[src/rtl/fpcmp_pkg.sv]
package fpcmp_pkg;

  typedef enum logic [3:0] {
    CC_LT = 4'b1000,
    CC_GT = 4'b0100,
    CC_EQ = 4'b0010,
    CC_UN = 4'b0001
  } fpc_code_e;

  typedef struct packed {
    logic nan;
    logic snan;
    logic zero;
  } fpc_class_t;

endpackage

[src/rtl/fpcmp_classify.sv]
module fpcmp_classify #(
  parameter int EXP_W  = 11,
  parameter int FRAC_W = 52
) (
  input  logic [EXP_W+FRAC_W-1:0] op_mag,
  output fpcmp_pkg::fpc_class_t   cls
);
  localparam int MAG_W = EXP_W + FRAC_W;

  logic [EXP_W-1:0]  exp_f;
  logic [FRAC_W-1:0] frac_f;
  logic              exp_all_ones;
  logic              frac_nonzero;

  assign exp_f        = op_mag[MAG_W-1 -: EXP_W];
  assign frac_f       = op_mag[FRAC_W-1:0];
  assign exp_all_ones = &exp_f;
  assign frac_nonzero = |frac_f;

  always_comb begin
    cls.nan  = exp_all_ones && frac_nonzero;
    // quiet marker is the top fraction bit
    cls.snan = exp_all_ones && frac_nonzero && !frac_f[FRAC_W-1];
    cls.zero = ~|op_mag;
  end
endmodule

[src/rtl/fpcmp_order.sv]
module fpcmp_order #(
  parameter int EXP_W  = 11,
  parameter int FRAC_W = 52
) (
  input  logic [EXP_W+FRAC_W:0]  opa,
  input  logic [EXP_W+FRAC_W:0]  opb,
  input  fpcmp_pkg::fpc_class_t  cls_a,
  input  fpcmp_pkg::fpc_class_t  cls_b,
  output fpcmp_pkg::fpc_code_e   code
);
  import fpcmp_pkg::*;

  localparam int MAG_W = EXP_W + FRAC_W;
  localparam int W     = MAG_W + 1;

  function automatic fpc_code_e order_of(
    input logic [W-1:0] a,
    input logic [W-1:0] b,
    input fpc_class_t   ca,
    input fpc_class_t   cb
  );
    logic a_mag_bigger;
    a_mag_bigger = a[MAG_W-1:0] > b[MAG_W-1:0];
    if (ca.nan || cb.nan)                  return CC_UN;
    else if (ca.zero && cb.zero)           return CC_EQ;
    else if (a[W-1] != b[W-1])             return a[W-1] ? CC_LT : CC_GT;
    else if (a[MAG_W-1:0] == b[MAG_W-1:0]) return CC_EQ;
    else if (a_mag_bigger ^ a[W-1])        return CC_GT;
    else                                   return CC_LT;
  endfunction

  assign code = order_of(opa, opb, cls_a, cls_b);
endmodule

[src/rtl/fpcmp_unit.sv]
module fpcmp_unit #(
  parameter int EXP_W   = 11,
  parameter int FRAC_W  = 52,
  parameter int NFIELD  = 8,
  parameter int FIELD_W = 4
) (
  input  logic                         clk,
  input  logic                         rst_n,
  input  logic                         in_valid,
  input  logic                         ordered,
  input  logic [EXP_W+FRAC_W:0]        opa,
  input  logic [EXP_W+FRAC_W:0]        opb,
  input  logic [$clog2(NFIELD)-1:0]    dst_field,
  output logic [NFIELD*FIELD_W-1:0]    cr_out,
  output logic [FIELD_W-1:0]           fpcc_out,
  output logic                         out_valid,
  output logic                         vxvc_strobe,
  output logic                         vxsnan_strobe
);
  import fpcmp_pkg::*;

  localparam int MAG_W       = EXP_W + FRAC_W;
  localparam int W           = MAG_W + 1;
  localparam int CR_W        = NFIELD * FIELD_W;
  localparam int FIELD_IDX_W = $clog2(NFIELD);

  // ---------------- operand classification ----------------
  logic [W-1:0]  ops [2];
  fpc_class_t    cls [2];

  assign ops[0] = opa;
  assign ops[1] = opb;

  for (genvar gi = 0; gi < 2; gi++) begin : g_cls
    fpcmp_classify #(.EXP_W(EXP_W), .FRAC_W(FRAC_W)) u_cls (
      .op_mag (ops[gi][MAG_W-1:0]),
      .cls    (cls[gi])
    );
  end

  // ---------------- ordering ----------------
  fpc_code_e cmp_code;

  fpcmp_order #(.EXP_W(EXP_W), .FRAC_W(FRAC_W)) u_order (
    .opa   (opa),
    .opb   (opb),
    .cls_a (cls[0]),
    .cls_b (cls[1]),
    .code  (cmp_code)
  );

  // ---------------- named events ----------------
  logic any_nan;
  logic any_snan;
  logic raise_vxvc;
  logic raise_vxsnan;
  logic both_zero;

  assign any_nan      = cls[0].nan  || cls[1].nan;
  assign any_snan     = cls[0].snan || cls[1].snan;
  assign both_zero    = cls[0].zero && cls[1].zero;
  assign raise_vxvc   = in_valid && ordered && any_nan;
  assign raise_vxsnan = in_valid && any_snan;

  // ---------------- CR field insertion ----------------
  logic [CR_W-1:0] cr_next;

  for (genvar gf = 0; gf < NFIELD; gf++) begin : g_field
    assign cr_next[CR_W-1-gf*FIELD_W -: FIELD_W] =
      (dst_field == FIELD_IDX_W'(gf)) ? FIELD_W'(cmp_code)
                                      : cr_out[CR_W-1-gf*FIELD_W -: FIELD_W];
  end

  function automatic logic [FIELD_W-1:0] field_of(
    input logic [CR_W-1:0]        cr,
    input logic [FIELD_IDX_W-1:0] idx
  );
    return cr[CR_W-1-int'(idx)*FIELD_W -: FIELD_W];
  endfunction

  // ---------------- result registers ----------------
  always_ff @(posedge clk) begin
    if (!rst_n) begin
      cr_out        <= '0;
      fpcc_out      <= '0;
      out_valid     <= 1'b0;
      vxvc_strobe   <= 1'b0;
      vxsnan_strobe <= 1'b0;
    end else begin
      out_valid     <= in_valid;
      vxvc_strobe   <= raise_vxvc;
      vxsnan_strobe <= raise_vxsnan;
      if (in_valid) begin
        cr_out   <= cr_next;
        fpcc_out <= FIELD_W'(cmp_code);
      end
    end
  end

  // ---------------- assertions ----------------
  AST_CODE_ONEHOT: assert property (@(posedge clk) disable iff (!rst_n)
    out_valid |-> $countones(fpcc_out) == 1);

  AST_NAN_UNORDERED: assert property (@(posedge clk) disable iff (!rst_n)
    in_valid && any_nan |=> fpcc_out == 4'b0001);

  AST_VXVC_WITH_UN: assert property (@(posedge clk) disable iff (!rst_n)
    vxvc_strobe |-> out_valid && fpcc_out == 4'b0001);

  AST_SNAN_WITH_UN: assert property (@(posedge clk) disable iff (!rst_n)
    vxsnan_strobe |-> out_valid && fpcc_out[0]);

  AST_NO_VXVC_UNORD: assert property (@(posedge clk) disable iff (!rst_n)
    in_valid && !ordered |=> !vxvc_strobe);

  AST_ZERO_EQUAL: assert property (@(posedge clk) disable iff (!rst_n)
    in_valid && both_zero |=> fpcc_out == 4'b0010);

  AST_FIELD_MATCH: assert property (@(posedge clk) disable iff (!rst_n)
    out_valid |-> field_of(cr_out, $past(dst_field)) == fpcc_out);

  AST_IDLE_QUIET: assert property (@(posedge clk) disable iff (!rst_n)
    !in_valid |=> !out_valid && !vxvc_strobe && !vxsnan_strobe);

  AST_IDLE_HOLD: assert property (@(posedge clk) disable iff (!rst_n)
    !in_valid |=> $stable(cr_out) && $stable(fpcc_out));

endmodule

[config.mk]
export PLATFORM = sky130hd
export DESIGN_NAME = fpcmp_unit
export DESIGN_NICKNAME = d
export VERILOG_FILES = /design/src/rtl/fpcmp_pkg.sv /design/src/rtl/fpcmp_classify.sv /design/src/rtl/fpcmp_order.sv /design/src/rtl/fpcmp_unit.sv
export SDC_FILE = /design/constraint.sdc
export NUM_CORES = 1
export LEC_CHECK = 0
export BUFFER_PORTS_ARGS = -buffer_cell sky130_fd_sc_hd__buf_2
export CAP_MARGIN = 30
export CORE_MARGIN = 2
export CORE_UTILIZATION = 51
export CTS_BUF_LIST = sky130_fd_sc_hd__clkbuf_16
export CTS_CLUSTER_SIZE = 14
export DETAILED_ROUTE_END_ITERATION = 16
export HOLD_SLACK_MARGIN = 0.02
export PLACE_DENSITY = 0.85
export SLEW_MARGIN = 30
export SYNTH_ARGS = -nofsm -noshare
export SYNTH_HDL_FRONTEND = slang
export SYNTH_HIERARCHICAL = 1
export SYNTH_SLANG_ARGS = --single-unit
[constraint.sdc]
create_clock -name clk -period 6.6 [get_ports clk]
set_input_delay 0.99 -clock clk [delete_from_list [all_inputs] [get_ports clk]]
set_output_delay 0.99 -clock clk [all_outputs]
set_load 0.02 [all_outputs]
==> impl_results.md <==
- Vias in the first global route: 3743
- CP Max Fanout: 8
- Antenna Cells: 0
- Area Growth Syn to Fin: 29.14%
- CP max stage delay: 0.47 ns
- Port bufs: 173
- I/O pins: 174
- Slew Viols, Final: 0
- Measured slew at the worst slew-check pin: 1.004 ns
- Final #Nets: 805
- CP Launch Type: input port
- All-Layer GR Usage: 26.94%
- Layer with the highest usage: met2
- Critical setup path kind: input port to flop
- Final instance area: 4574 um2
- Pin count of the biggest net entering global routing: 42
- Final setup vio count: 0
- Peak VDD IR: 0.1813 mV
- Reg clk slew, reported paths: 0.05 ns
- Reg-to-reg endpoint: cr_out[21]
- Cts repair resizes: 0
- DRT iter0 DRCs: 121
- Hold Path Sink: cr_out[12]
- DP HPWL: 8956 um
- Crit path DAT: 4.04 ns
- CTS root buffer: clkbuf_16
- Slowest stage cell, crit path: nor4_2
- Finished Layout Cells: 688
- Vias per cell: 5.631
- Initial Utilization: 52.43%
- Core box area: 6756 um2
- Number of max-cap violations: 0
- Clk_lat worst skew: 0.28 ns
- Slew headroom: 32.12%
- DRT Pass-1 Iters: 4
- Worst EP required: 6.80 ns
- Syn Nets: 638
- H-tree depth: 2
- First-pass GRT wire length: 16500 um
- Register area share after synthesis: 22.04%
- Max Clk Rate: 0.2604 GHz
- Commonest non-fill, non-tap cell in the layout: buf_2
- Routed length per instance: 15.39 um
- Placed Area: 4437 um2
- CTS tree: yes
- Pwr per Cell Area: 141.7 nW/um2
- DRC: 0
- Placed cell count: 680
- Total clock buffers created by CTS: 5
- Fin Setup TNS: 0 ns
- Hold Crit Depth: 2
- Most frequent cells in the layout: buf_2, inv_1, ha_1, nand2_1, dfxtp_1
- Worst r2r src: cr_out[21]
- Post-synthesis async set-or-reset flop share: 0%
- DRT Wirelength: 10590 um
- Pleak: 0.002466 uW
- Syn Inst Count: 440
- Crit path cell chain: buf_2 -> nor4_1 -> nand4_1 -> nor4_2 -> nor3_1 -> or2_2 -> a21oi_1 -> o21ai_0 -> or4_1 -> nand3_1 -> nand2_1 -> mux2i_1
- Met1 Resource Use GR: 32.04%
- RSZ-0062 raised after global routing: false
- Final hold vios: 0
- Final ANT Viol Nets: 0
- Final cycle utilization of the critical path: 58.17%
- Initial antenna violation count: 0
- GR met3 Demand/Resource: 4.834%
- Post-Syn Area: 3542 um2
- Synth cell types: 43
- Postcts setup bufs: 0
- Grt met2 use: 48.76%
- Global route overflow: 0
- Full die area: 7628 um2
- Ys Warns: 6
- Flops & latches, synth: 39
- Number of vias in the routed layout: 3874
- Clock net sink count: 39
- Fraction of layout cells with a size suffix above 1: 31.74%
- Synth Flop Type: dfxtp_1
- Status: completed
- GPL Wtd Cong: 0.9491
- Bufs on Longest Clock Path: 2
- Die extent in y: 87.34 um
- Crit end category: flop
- Tmin final: 3.840 ns
- Die X: 87.34 um
- Row cnt: 30
- Mean Syn Cell Area: 8.050 um2
- Number of synthesized flops with an enable pin: 0
- Hold_buf cts: 0
- Min-delay src: cr_out[12]
- Final core utilization: 67.70%
- Clk_skew: 0 ns
- Cell count of the worst reg-to-reg path: 2
- Layout filler cell count: 584
- HP Class: flop to flop
- Worst R2R Setup Slack: 5.95 ns
flip-flops by register name, summed over array words and instances (netlist names):
register       cells
vxvc_strobe        1
fpcc_out           4
out_valid          1
cr_out            32
vxsnan_strobe      1
through the flow:
step	total power, uW	worst slack, ns	hold slack [ns]
4_1_cts	650.1	2.776	0.4582
3_5_place_dp	427.8	2.502	0.4433
6_report	648.2	2.760	0.4552
2_1_floorplan	346.0	3.121	0.5318
5_1_grt	679.6	2.530	0.4757
3_3_place_gp	420.9	2.653	0.4409
critical path: cells and delay by family:
kind	cells	cell delay [ns]
buffers and inverters	1	0.11
AOI/OAI and AO/OA	2	0.46
muxes	1	0.22
and+or+nand+nor	8	2.26
cell type report:
class / instances / area (um2) / area share (%)
multi-input combinational: 320 / 2435 / 53.23
timing repair buffer: 173 / 865.8 / 18.93
sequential: 39 / 780.7 / 17.07
inverter: 68 / 255.2 / 5.580
clock buffer: 5 / 125.1 / 2.735
tap: 80 / 100.1 / 2.188
clock inverter: 3 / 12.51 / 0.2735
how the worst max path moves through the flow:
stage                     startpoint          to  slack, ns
final                        opb[21]  cr_out[19]       2.76
after global routing         opb[21]  cr_out[19]       2.53
after CTS                    opb[21]  cr_out[15]       2.78
after detailed placement     opb[21]  cr_out[19]       2.50
after global placement       opb[21]  cr_out[27]       2.65
after floorplan              opb[32]  cr_out[15]       3.12
synth_stat cells (3+ instances only):
cell | n | area [um2]
a21oi_1 | 23 | 115.1
ha_1 | 63 | 788.3
nor4_1 | 32 | 200.2
nand4_1 | 22 | 137.6
o21ai_0 | 8 | 40.04
or2_2 | 4 | 25.02
nand2_1 | 51 | 191.4
buf_2 | 6 | 30.03
clkbuf_2 | 3 | 15.01
nor3_1 | 9 | 45.04
a211oi_1 | 4 | 30.03
inv_1 | 68 | 255.2
nor2_1 | 11 | 41.29
mux2i_1 | 36 | 360.4
nor4_2 | 4 | 50.05
nor2b_1 | 5 | 31.28
nand3_1 | 15 | 75.07
nand4b_1 | 4 | 35.03
dfxtp_1 | 39 | 780.8
report_power, final:
group / internal (uW) / switching, uW / total [uW]
clock network: 136 / 85.6 / 222
logic: 82.3 / 102 / 184
registers: 240 / 2.07 / 242
total: 458 / 190 / 648
metal layers:
metal,part of all wire [%],wire (um)
met1,41,4333
met2,51,5381
met3,6.9,733
met4,1.3,138
met5,0,0
cells by family (layout without fill, tap and decap cells):
logic type,after synthesis,in the layout,share of synthesized area [%]
adders and majority gates,63,63,22.25
AOI/OAI and AO/OA,54,54,9.643
DFF,39,39,22.04
and+or+nand+nor,167,167,26.67
muxes,36,36,10.17
buffers and inverters,81,249,9.219
No activity file was read; power rests on OpenSTA's default activity.
